**src/rtl/xlat_regs_pkg.sv**
```systemverilog
package xlat_regs_pkg;
   // byte offsets of the register window
   localparam logic [7:0] OFF_BASE   = 8'h00;
   localparam logic [7:0] OFF_STAT   = 8'h04;
   localparam logic [7:0] OFF_CMD    = 8'h08;
   localparam logic [7:0] OFF_FADDR  = 8'h0C;
   localparam logic [7:0] OFF_INVAL  = 8'h10;
   localparam logic [7:0] OFF_RAW    = 8'h14;
   localparam logic [7:0] OFF_CLR    = 8'h18;
   localparam logic [7:0] OFF_MASK   = 8'h1C;
   localparam logic [7:0] OFF_PEND   = 8'h20;
   localparam logic [7:0] OFF_GATE   = 8'h24;

   typedef enum logic [2:0] {
      CMD_PG_ON     = 3'd0,
      CMD_PG_OFF    = 3'd1,
      CMD_STALL_ON  = 3'd2,
      CMD_STALL_OFF = 3'd3,
      CMD_FLUSH     = 3'd4,
      CMD_FAULT_ACK = 3'd5,
      CMD_WIPE      = 3'd6,
      CMD_NONE      = 3'd7
   } xcmd_e;
endpackage

```
**src/rtl/xlat_mode_ctrl.sv**
```systemverilog
module xlat_mode_ctrl
   import xlat_regs_pkg::*;
#(
   parameter int AW = 32
) (
   input  logic          clk,
   input  logic          rst_n,
   input  logic          cmd_vld,
   input  xcmd_e         cmd,
   input  logic          xlat_idle,
   input  logic          fault_evt,
   input  logic          fault_is_write,
   input  logic [AW-1:0] fault_addr,
   output logic          paging_q,
   output logic          stall_req_q,
   output logic          stall_act,
   output logic          fault_act_q,
   output logic          fault_wr_q,
   output logic [AW-1:0] fault_addr_q,
   output logic          flush_q
);
   logic wipe;
   assign wipe = cmd_vld && (cmd == CMD_WIPE);

   always_ff @(posedge clk or negedge rst_n) begin
      if (!rst_n) begin
         paging_q     <= 1'b0;
         stall_req_q  <= 1'b0;
         fault_act_q  <= 1'b0;
         fault_wr_q   <= 1'b0;
         fault_addr_q <= '0;
         flush_q      <= 1'b0;
      end else if (wipe) begin
         paging_q     <= 1'b0;
         stall_req_q  <= 1'b0;
         fault_act_q  <= 1'b0;
         fault_wr_q   <= 1'b0;
         fault_addr_q <= '0;
         flush_q      <= 1'b0;
      end else begin
         flush_q <= cmd_vld && (cmd == CMD_FLUSH);
         if (cmd_vld) begin
            case (cmd)
               CMD_PG_ON:     paging_q <= 1'b1;
               CMD_PG_OFF:    begin paging_q <= 1'b0; stall_req_q <= 1'b0; end
               CMD_STALL_ON:  if (paging_q) stall_req_q <= 1'b1;
               CMD_STALL_OFF: stall_req_q <= 1'b0;
               default:       ;
            endcase
         end
         if (fault_evt) begin
            fault_act_q  <= 1'b1;
            fault_wr_q   <= fault_is_write;
            fault_addr_q <= fault_addr;
         end else if (cmd_vld && (cmd == CMD_FAULT_ACK)) begin
            fault_act_q <= 1'b0;
         end
      end
   end

   // stall is only reported once the datapath has drained
   assign stall_act = stall_req_q & xlat_idle;
endmodule

```
**src/rtl/xlat_irq_unit.sv**
```systemverilog
module xlat_irq_unit #(
   parameter int NSRC = 2
) (
   input  logic            clk,
   input  logic            rst_n,
   input  logic            wipe,
   input  logic [NSRC-1:0] src,
   input  logic            clr_wr,
   input  logic [NSRC-1:0] clr_bits,
   input  logic            mask_wr,
   input  logic [NSRC-1:0] mask_bits,
   output logic [NSRC-1:0] raw_q,
   output logic [NSRC-1:0] mask_q,
   output logic [NSRC-1:0] pend,
   output logic            irq
);
   for (genvar i = 0; i < NSRC; i++) begin : g_src
      always_ff @(posedge clk or negedge rst_n) begin
         if (!rst_n)                       raw_q[i] <= 1'b0;
         else if (wipe)                    raw_q[i] <= 1'b0;
         else if (src[i])                  raw_q[i] <= 1'b1;
         else if (clr_wr && clr_bits[i])   raw_q[i] <= 1'b0;
      end
      always_ff @(posedge clk or negedge rst_n) begin
         if (!rst_n)       mask_q[i] <= 1'b0;
         else if (wipe)    mask_q[i] <= 1'b0;
         else if (mask_wr) mask_q[i] <= mask_bits[i];
      end
   end

   assign pend = raw_q & mask_q;
   assign irq  = |pend;
endmodule

```
**src/rtl/xlat_ctrl_regs.sv**
```systemverilog
module xlat_ctrl_regs
   import xlat_regs_pkg::*;
#(
   parameter int DATA_W     = 32,
   parameter int OFF_W      = 8,
   parameter int PAGE_SHIFT = 12
) (
   input  logic              clk,
   input  logic              rst_n,
   input  logic              reg_we,
   input  logic [OFF_W-1:0]  reg_addr,
   input  logic [DATA_W-1:0] reg_wdata,
   output logic [DATA_W-1:0] reg_rdata,
   output logic              paging_en,
   output logic              stall_req,
   output logic [DATA_W-1:0] table_base,
   output logic              flush_all,
   output logic              inval_valid,
   output logic [DATA_W-1:0] inval_addr,
   output logic              clk_gate_en,
   input  logic              xlat_idle,
   input  logic              replay_empty,
   input  logic              fault_evt,
   input  logic              fault_is_write,
   input  logic [DATA_W-1:0] fault_addr,
   input  logic              buserr_evt,
   output logic              irq
);
   localparam int NSRC   = 2;
   localparam int BASE_W = DATA_W - PAGE_SHIFT;

   if (DATA_W != 32) begin : g_bad_dw
      $error("xlat_ctrl_regs: DATA_W must be 32");
   end
   if (PAGE_SHIFT < 1 || PAGE_SHIFT >= DATA_W) begin : g_bad_ps
      $error("xlat_ctrl_regs: PAGE_SHIFT out of range");
   end
   if (OFF_W < 6) begin : g_bad_ow
      $error("xlat_ctrl_regs: OFF_W too small for the register window");
   end

   // write decode
   logic  hit_base, hit_cmd, hit_inval, hit_clr, hit_mask, hit_gate;
   logic  cmd_vld, wipe;
   xcmd_e cmd;
   assign hit_base  = reg_we && (reg_addr == OFF_W'(OFF_BASE));
   assign hit_cmd   = reg_we && (reg_addr == OFF_W'(OFF_CMD));
   assign hit_inval = reg_we && (reg_addr == OFF_W'(OFF_INVAL));
   assign hit_clr   = reg_we && (reg_addr == OFF_W'(OFF_CLR));
   assign hit_mask  = reg_we && (reg_addr == OFF_W'(OFF_MASK));
   assign hit_gate  = reg_we && (reg_addr == OFF_W'(OFF_GATE));
   assign cmd       = xcmd_e'(reg_wdata[2:0]);
   assign cmd_vld   = hit_cmd && (reg_wdata[DATA_W-1:3] == '0);
   assign wipe      = cmd_vld && (cmd == CMD_WIPE);

   // mode and fault state
   logic              stall_act, fault_act_q, fault_wr_q;
   logic [DATA_W-1:0] fault_addr_q;

   xlat_mode_ctrl #(.AW(DATA_W)) u_mode (
      .clk            (clk),
      .rst_n          (rst_n),
      .cmd_vld        (cmd_vld),
      .cmd            (cmd),
      .xlat_idle      (xlat_idle),
      .fault_evt      (fault_evt),
      .fault_is_write (fault_is_write),
      .fault_addr     (fault_addr),
      .paging_q       (paging_en),
      .stall_req_q    (stall_req),
      .stall_act      (stall_act),
      .fault_act_q    (fault_act_q),
      .fault_wr_q     (fault_wr_q),
      .fault_addr_q   (fault_addr_q),
      .flush_q        (flush_all)
   );

   // interrupt sources: bit 0 page fault, bit 1 bus error
   logic [NSRC-1:0] irq_raw, irq_mask, irq_pend;

   xlat_irq_unit #(.NSRC(NSRC)) u_irq (
      .clk       (clk),
      .rst_n     (rst_n),
      .wipe      (wipe),
      .src       ({buserr_evt, fault_evt}),
      .clr_wr    (hit_clr),
      .clr_bits  (reg_wdata[NSRC-1:0]),
      .mask_wr   (hit_mask),
      .mask_bits (reg_wdata[NSRC-1:0]),
      .raw_q     (irq_raw),
      .mask_q    (irq_mask),
      .pend      (irq_pend),
      .irq       (irq)
   );

   // plain storage: table base, invalidate request, gating
   logic [BASE_W-1:0] base_hi_q;
   logic              gate_q;

   always_ff @(posedge clk or negedge rst_n) begin
      if (!rst_n) begin
         base_hi_q   <= '0;
         gate_q      <= 1'b0;
         inval_valid <= 1'b0;
         inval_addr  <= '0;
      end else if (wipe) begin
         base_hi_q   <= '0;
         gate_q      <= 1'b0;
         inval_valid <= 1'b0;
         inval_addr  <= '0;
      end else begin
         inval_valid <= hit_inval;
         if (hit_base)  base_hi_q  <= reg_wdata[DATA_W-1:PAGE_SHIFT];
         if (hit_gate)  gate_q     <= reg_wdata[0];
         if (hit_inval) inval_addr <= reg_wdata;
      end
   end

   assign table_base  = {base_hi_q, {PAGE_SHIFT{1'b0}}};
   assign clk_gate_en = gate_q;

   // status word
   logic [DATA_W-1:0] status;
   always_comb begin
      status           = '0;
      status[0]        = paging_en;
      status[1]        = fault_act_q;
      status[2]        = stall_act;
      status[3]        = xlat_idle;
      status[4]        = replay_empty;
      status[5]        = fault_wr_q;
      status[DATA_W-1] = ~stall_act;
   end

   // read mux
   always_comb begin
      reg_rdata = '0;
      case (reg_addr)
         OFF_W'(OFF_BASE):  reg_rdata = table_base;
         OFF_W'(OFF_STAT):  reg_rdata = status;
         OFF_W'(OFF_FADDR): reg_rdata = fault_addr_q;
         OFF_W'(OFF_RAW):   reg_rdata = {{(DATA_W-NSRC){1'b0}}, irq_raw};
         OFF_W'(OFF_MASK):  reg_rdata = {{(DATA_W-NSRC){1'b0}}, irq_mask};
         OFF_W'(OFF_PEND):  reg_rdata = {{(DATA_W-NSRC){1'b0}}, irq_pend};
         OFF_W'(OFF_GATE):  reg_rdata = {{(DATA_W-1){1'b0}}, gate_q};
         default:           reg_rdata = '0;
      endcase
   end
endmodule

```
**config.mk**
```make
export PLATFORM = sky130hd
export DESIGN_NAME = xlat_ctrl_regs
export DESIGN_NICKNAME = d
export VERILOG_FILES = /design/src/rtl/xlat_regs_pkg.sv /design/src/rtl/xlat_mode_ctrl.sv /design/src/rtl/xlat_irq_unit.sv /design/src/rtl/xlat_ctrl_regs.sv
export SDC_FILE = /design/constraint.sdc
export NUM_CORES = 1
export LEC_CHECK = 0
export BUFFER_PORTS_ARGS = -buffer_cell sky130_fd_sc_hd__buf_2
export CAP_MARGIN = 20
export CELL_PAD_IN_SITES_DETAIL_PLACEMENT = 1
export CELL_PAD_IN_SITES_GLOBAL_PLACEMENT = 2
export CORE_MARGIN = 2
export CORE_UTILIZATION = 30
export CTS_BUF_LIST = sky130_fd_sc_hd__clkbuf_2
export CTS_CLUSTER_DIAMETER = 200
export DETAILED_ROUTE_END_ITERATION = 12
export PLACE_DENSITY_LB_ADDON = 0.25
export RECOVER_POWER = 25
export SYNTH_ARGS = -nofsm -noshare
export SYNTH_HDL_FRONTEND = slang
export SYNTH_HIERARCHICAL = 1
export SYNTH_SLANG_ARGS = --single-unit
```
**constraint.sdc**
```tcl
create_clock -name clk -period 2 [get_ports clk]
set_clock_uncertainty 0.15 [all_clocks]
set_input_delay 0.1 -clock clk [delete_from_list [all_inputs] [get_ports clk]]
set_output_delay 0.1 -clock clk [all_outputs]
set_load 0.05 [all_outputs]
```
# == Word-level counts from Yosys, hierarchy flattened ==
# Cells that the tools add are included.
# Widths: inputs -> output; s select.
# totals
ff_bits,95
# op_classes
n_eq_ne,16
muxes,33
n_bitwise,3
reduce_logical,30
# ops
operator,n
$pmux 32 s7,1
$mux 32,4
$mux 20,2
$eq 8x5->1 const B,4
$logic_not 29->1,1
$mux 1,24
$eq 8x4->1 const B,2
$eq 8x6->1 const B,2
$reduce_bool 3->1,5
$logic_and 1x1->1,12
$reduce_bool 2->1,6
$eq 3x3->1 const B,3
$eq 8x3->1 const B,1
$logic_not 8->1,1
$eq 3x2->1 const B,2
$pmux 1 s2,2
$reduce_or 2->1,2
$eq 3x1->1 const B,1
$logic_not 3->1,1
$ne 3x1->1 const B,1
$reduce_and 3->1,1
$and 2x2->2,1
$reduce_and 2->1,1
$and 1x1->1,1
$not 1->1,1

# == Longest topological paths before layout ==
# logic_depth
word_depth,7
depth_mapped,7
depth_no_buf,6

# == Hierarchy ==
# The synthesis kept the hierarchy.
# by_module_without_submodules
module,n_inst,cells_each,area_per_inst_um2,seq_area_each_um2
xlat_ctrl_regs,1,296,2932.8,1351.3
xlat_mode_ctrl,1,96,1421.4,925.9
xlat_irq_unit,1,17,181.4,100.1

# == Worst setup path after synthesis ==
# Ideal clock, no wire load.
# synth_path
path_kind,flip-flop to output port
startpoint,reg u_mode.stall_req_q
endpoint,out reg_rdata[31]
arrival_ps,1907
required_time_ps,1750
path_slack_ps,-157
path_stages_with_launch,3
path_cell_list,dfrtp_1 > and2_1 > o21ai_0
# synth_between
elab_chain_cells,3
# synth_lines
item,line,text
from (decl),xlat_mode_ctrl.sv:15,"output logic stall_req_q,"
from (signal assigned),xlat_mode_ctrl.sv:28,stall_req_q <= 1'b0;
from (signal assigned),xlat_mode_ctrl.sv:35,stall_req_q <= 1'b0;
from (signal assigned),xlat_mode_ctrl.sv:45,CMD_PG_OFF: begin paging_q <= 1'b0; stall_req_q <= 1'b0; end
$and 1x1->1,xlat_mode_ctrl.sv:62,assign stall_act = stall_req_q & xlat_idle;
named net stall_act,xlat_ctrl_regs.sv:57,"logic stall_act, fault_act_q, fault_wr_q;"
$not 1->1,xlat_ctrl_regs.sv:132,status[DATA_W-1] = ~stall_act;
$pmux 32 s7,xlat_ctrl_regs.sv:138,case (reg_addr)
to (decl),xlat_ctrl_regs.sv:13,"output logic [DATA_W-1:0] reg_rdata,"
# The timed path passes the listed nets, and every way through them passes these cells.

# == Final worst setup path ==
# layout_path
startpoint,in reg_wdata[12]
endpoint,reg u_mode.fault_addr_q[6]
# layout_between
elab_chain_cells,4
word_cells_on_any_way,5
cone_classes,mux: 1; reduce/logical: 4
# layout_lines
item,line,text
from (decl),xlat_ctrl_regs.sv:12,"input logic [DATA_W-1:0] reg_wdata,"
$logic_not 29->1 (*),xlat_ctrl_regs.sv:53,assign cmd_vld = hit_cmd && (reg_wdata[DATA_W-1:3] == '0);
$logic_and 1x1->1 (*),xlat_ctrl_regs.sv:53,
named net cmd_vld,xlat_ctrl_regs.sv:44,"logic cmd_vld, wipe;"
$logic_and 1x1->1 (*),xlat_mode_ctrl.sv:23,assign wipe = cmd_vld && (cmd == CMD_WIPE);
$mux 32 or $reduce_bool 2->1 (tied branches),-,
to (signal assigned),xlat_mode_ctrl.sv:54,fault_addr_q <= fault_addr;
to (decl),xlat_mode_ctrl.sv:19,"output logic [AW-1:0] fault_addr_q,"
# The timed path passes the listed nets; every way through them passes the cells marked *.
# A chain may end at the register's enable or synchronous reset.

==> impl_metrics.toml <==
[clocking]
numCtsBuffers = 9
htree_levels = 3
clock-sinks = 95
clkLatencyLatePin_ns = 0.58
root_buffer = "clkbuf_2"
path_clk_slew_ns = 0.26
cts_tree = "done"
cts_max_path_buffers = 2

[sta]
layout_min_cycle_time_ns = 1.99
fmax_ghz = 0.502
tightestPinTransition_ns = 1.05
rsz0062_at_grt = "yes"
setup_viol_count_final = 0
finalWorstSetupSlack_ns = 0.00690
fin_crit_sh = 0.997
holdWs_ns = 0.0738
hold_viol = 0
setup-tns-final_ns = 0
final_max_slew_viol_count = 0
slew_headroom = 0.302

[detailed_routing]
wl_mm = 17.3
dr.pass1.iters = 4
ant_nets = 0
route.detailed.drc = 0
wl_per_cell_um = 19.2
vias = 4493
drtIter0Drc = 218
avgViaCountPerCell = 5.00

[power_and_ir_drop]
vdd_ir_drop_max_uv = 249
powerDensity_mw_per_mm2 = 535
leakage_nw = 3.65
p_total_mw = 3.76

[floorplan]
die_area_mm2 = 0.0161
initial_core_util = 0.310
num_rows = 44
die_h_um = 127
fp.coreArea_mm2 = 0.0146
io_pins = 182
die-width_um = 127

[setup_path]
crit_arrival_ns = 2.34
cp_max_fo = 15
rrSetupSlack_ns = 0.93
startpoint_type = "input pin"
cp.required_ns = 2.34
crit_path_end_kind = "register"
crit_type = "input pin to register"

[placement]
gp_congestion = 0.809
port-buffer-count = 169
post-place-ws_ns = -0.237
hpwl_mm = 11.5

[logic_synthesis]
ys_warn_count = 6
syn_inst = 409
ys_seq_area_frac = 0.524
synth_edf_count = 0
ys_types = 44
syn_area_per_cell_um2 = 11.1
synth-main-ff-cell = "dfrtp_1"
synth-seq-cells = 95
mappedNetlistArea_mm2 = 0.00454
async_flop_share = 1.00

[layout]
nNetsFinal = 789
syn2layout_area_growth_pct = 55.1
antenna_cells = 0
layout-drive-gt1-share = 0.392

[global_route]
grt_overflow = 0
grt_max_degree = 42
grt_pass1_vias = 4891
grt_pass1_wl_mm = 27.0
grt_use_total = 0.216
antenna_found_initial = 0

[run]
drv_cap = 0

[worst_hold_path]
hp-class = "input pin to register"

[status]
outcome = "finished, final reports clean"
## state kept, by name, indices dropped and copies added, names as in the netlist
register	count
u_mode/paging_q	1
u_mode/fault_act_q	1
clk_gate_en	1
u_mode/fault_wr_q	1
u_irq/mask_q	2
u_irq/raw_q	2
inval_addr	32
u_mode/fault_addr_q	32
u_mode/flush_q	1
u_mode/stall_req_q	1
base_hi_q	20
inval_valid	1
## cells in the final DEF (no fill, tap or decap), drive strengths merged, types with 8 or more instances in the layout
cell type and n:
buf 213, dlygate4sd3 97, dfrtp 95, nand2 66, a22o 56, o21ai 34
nor2 26, mux2i 22, clkbuf 14, conb 12, nor4 9, inv 8
## per-layer routing
layer | wire [um] | share of wire | GRT usage
met3 | 900 | 0.052 | 0.0481
met1 | 7610 | 0.44 | 0.278
met2 | 8520 | 0.49 | 0.367
met5 | 0 | 0 | 0
met4 | 235 | 0.014 | 0.0569
## area by class of cell
class	count	area, um2
clock buffer	9	45.0
clock inverter	7	38.8
fill	1685	7610
inverter	7	28.8
multi-input combinational	280	1970
sequential	95	2380
tap	184	230
timing repair buffer	316	2350
## synth_stat cells (3+ instances only)
cell      number  area [um2]
dfrtp_1       95        2380
nand2_1       66         248
a22o_1        56         490
o21ai_2       27         236
nor2_1        26        97.6
mux2i_1       22         220
buf_4         13        97.6
buf_2         10        50.1
buf_6          8        90.1
and3_1         7        43.8
clkbuf_1       7        26.3
o21ai_0        7        35.0
inv_1          6        22.5
nor4_1         6        37.5
and2_1         5        31.3
nand3_1        5        25.0
a22oi_1        3        22.5
a32oi_1        3        26.3
nor3_1         3        15.0
## power by group
group	internal, mW	switching [mW]	leakage, nW	total [mW]
logic	0.314	0.512	2.35	0.826
registers	2.04	0.0758	1.24	2.11
clock network	0.155	0.670	0.0586	0.825
## worst max-delay path, cell delays in order
cell and delay, ns:
dlygate4sd3_1 0.53, buf_2 0.15, nor4_1 0.35, nand4_1 0.17, buf_4 0.17, nor3_2 0.14, buf_4 0.18, a31oi_4 0.13
buf_12 0.18, a22o_1 0.23
## logic make-up (layout without fill, tap and decap cells)
group,Yosys count,after routing,share of synthesized area
AND/OR/NAND/NOR,136,136,0.152
buffers and inverters,45,339,0.0640
flip-flops,95,95,0.524
AO/OA/AOI/OAI,110,110,0.211
multiplexers,22,22,0.0486
other,1,12,0.000827
## stage by stage
| stage | utilization | area (um2) | instances |
|---|---|---|---|
| after floorplan | - | 4580 | 420 |
| after global placement | 0.401 | 5870 | 777 |
| after detailed placement | 0.401 | 5870 | 777 |
| after CTS | 0.476 | 6970 | 893 |
| after global routing | 0.481 | 7040 | 898 |
| final | 0.481 | 7040 | 898 |
## final timing paths
| kind | cells after the start | end | start |
|---|---|---|---|
| max | 10 | u_mode/fault_addr_q[6] | reg_wdata[12] |
| min | 3 | u_mode/fault_addr_q[20] | fault_addr[20] |
| max reg2reg | 2 | u_mode/paging_q | u_mode/paging_q |
| min reg2reg | 2 | inval_addr[1] | inval_addr[1] |
| max in group asynchronous | 4 | u_mode/fault_addr_q[14] | rst_n |
| min in group asynchronous | 4 | inval_addr[21] | rst_n |
## repair_timing
item	in CTS	in global routing
setup endpoints to repair	2	66
pin swaps	0	2
hold buffers	99	0
gates cloned	0	1
resized for setup	2	10
endpoints found under the hold margin	190	0
setup buffers	1	4
Power figures use the tool's default switching activity.
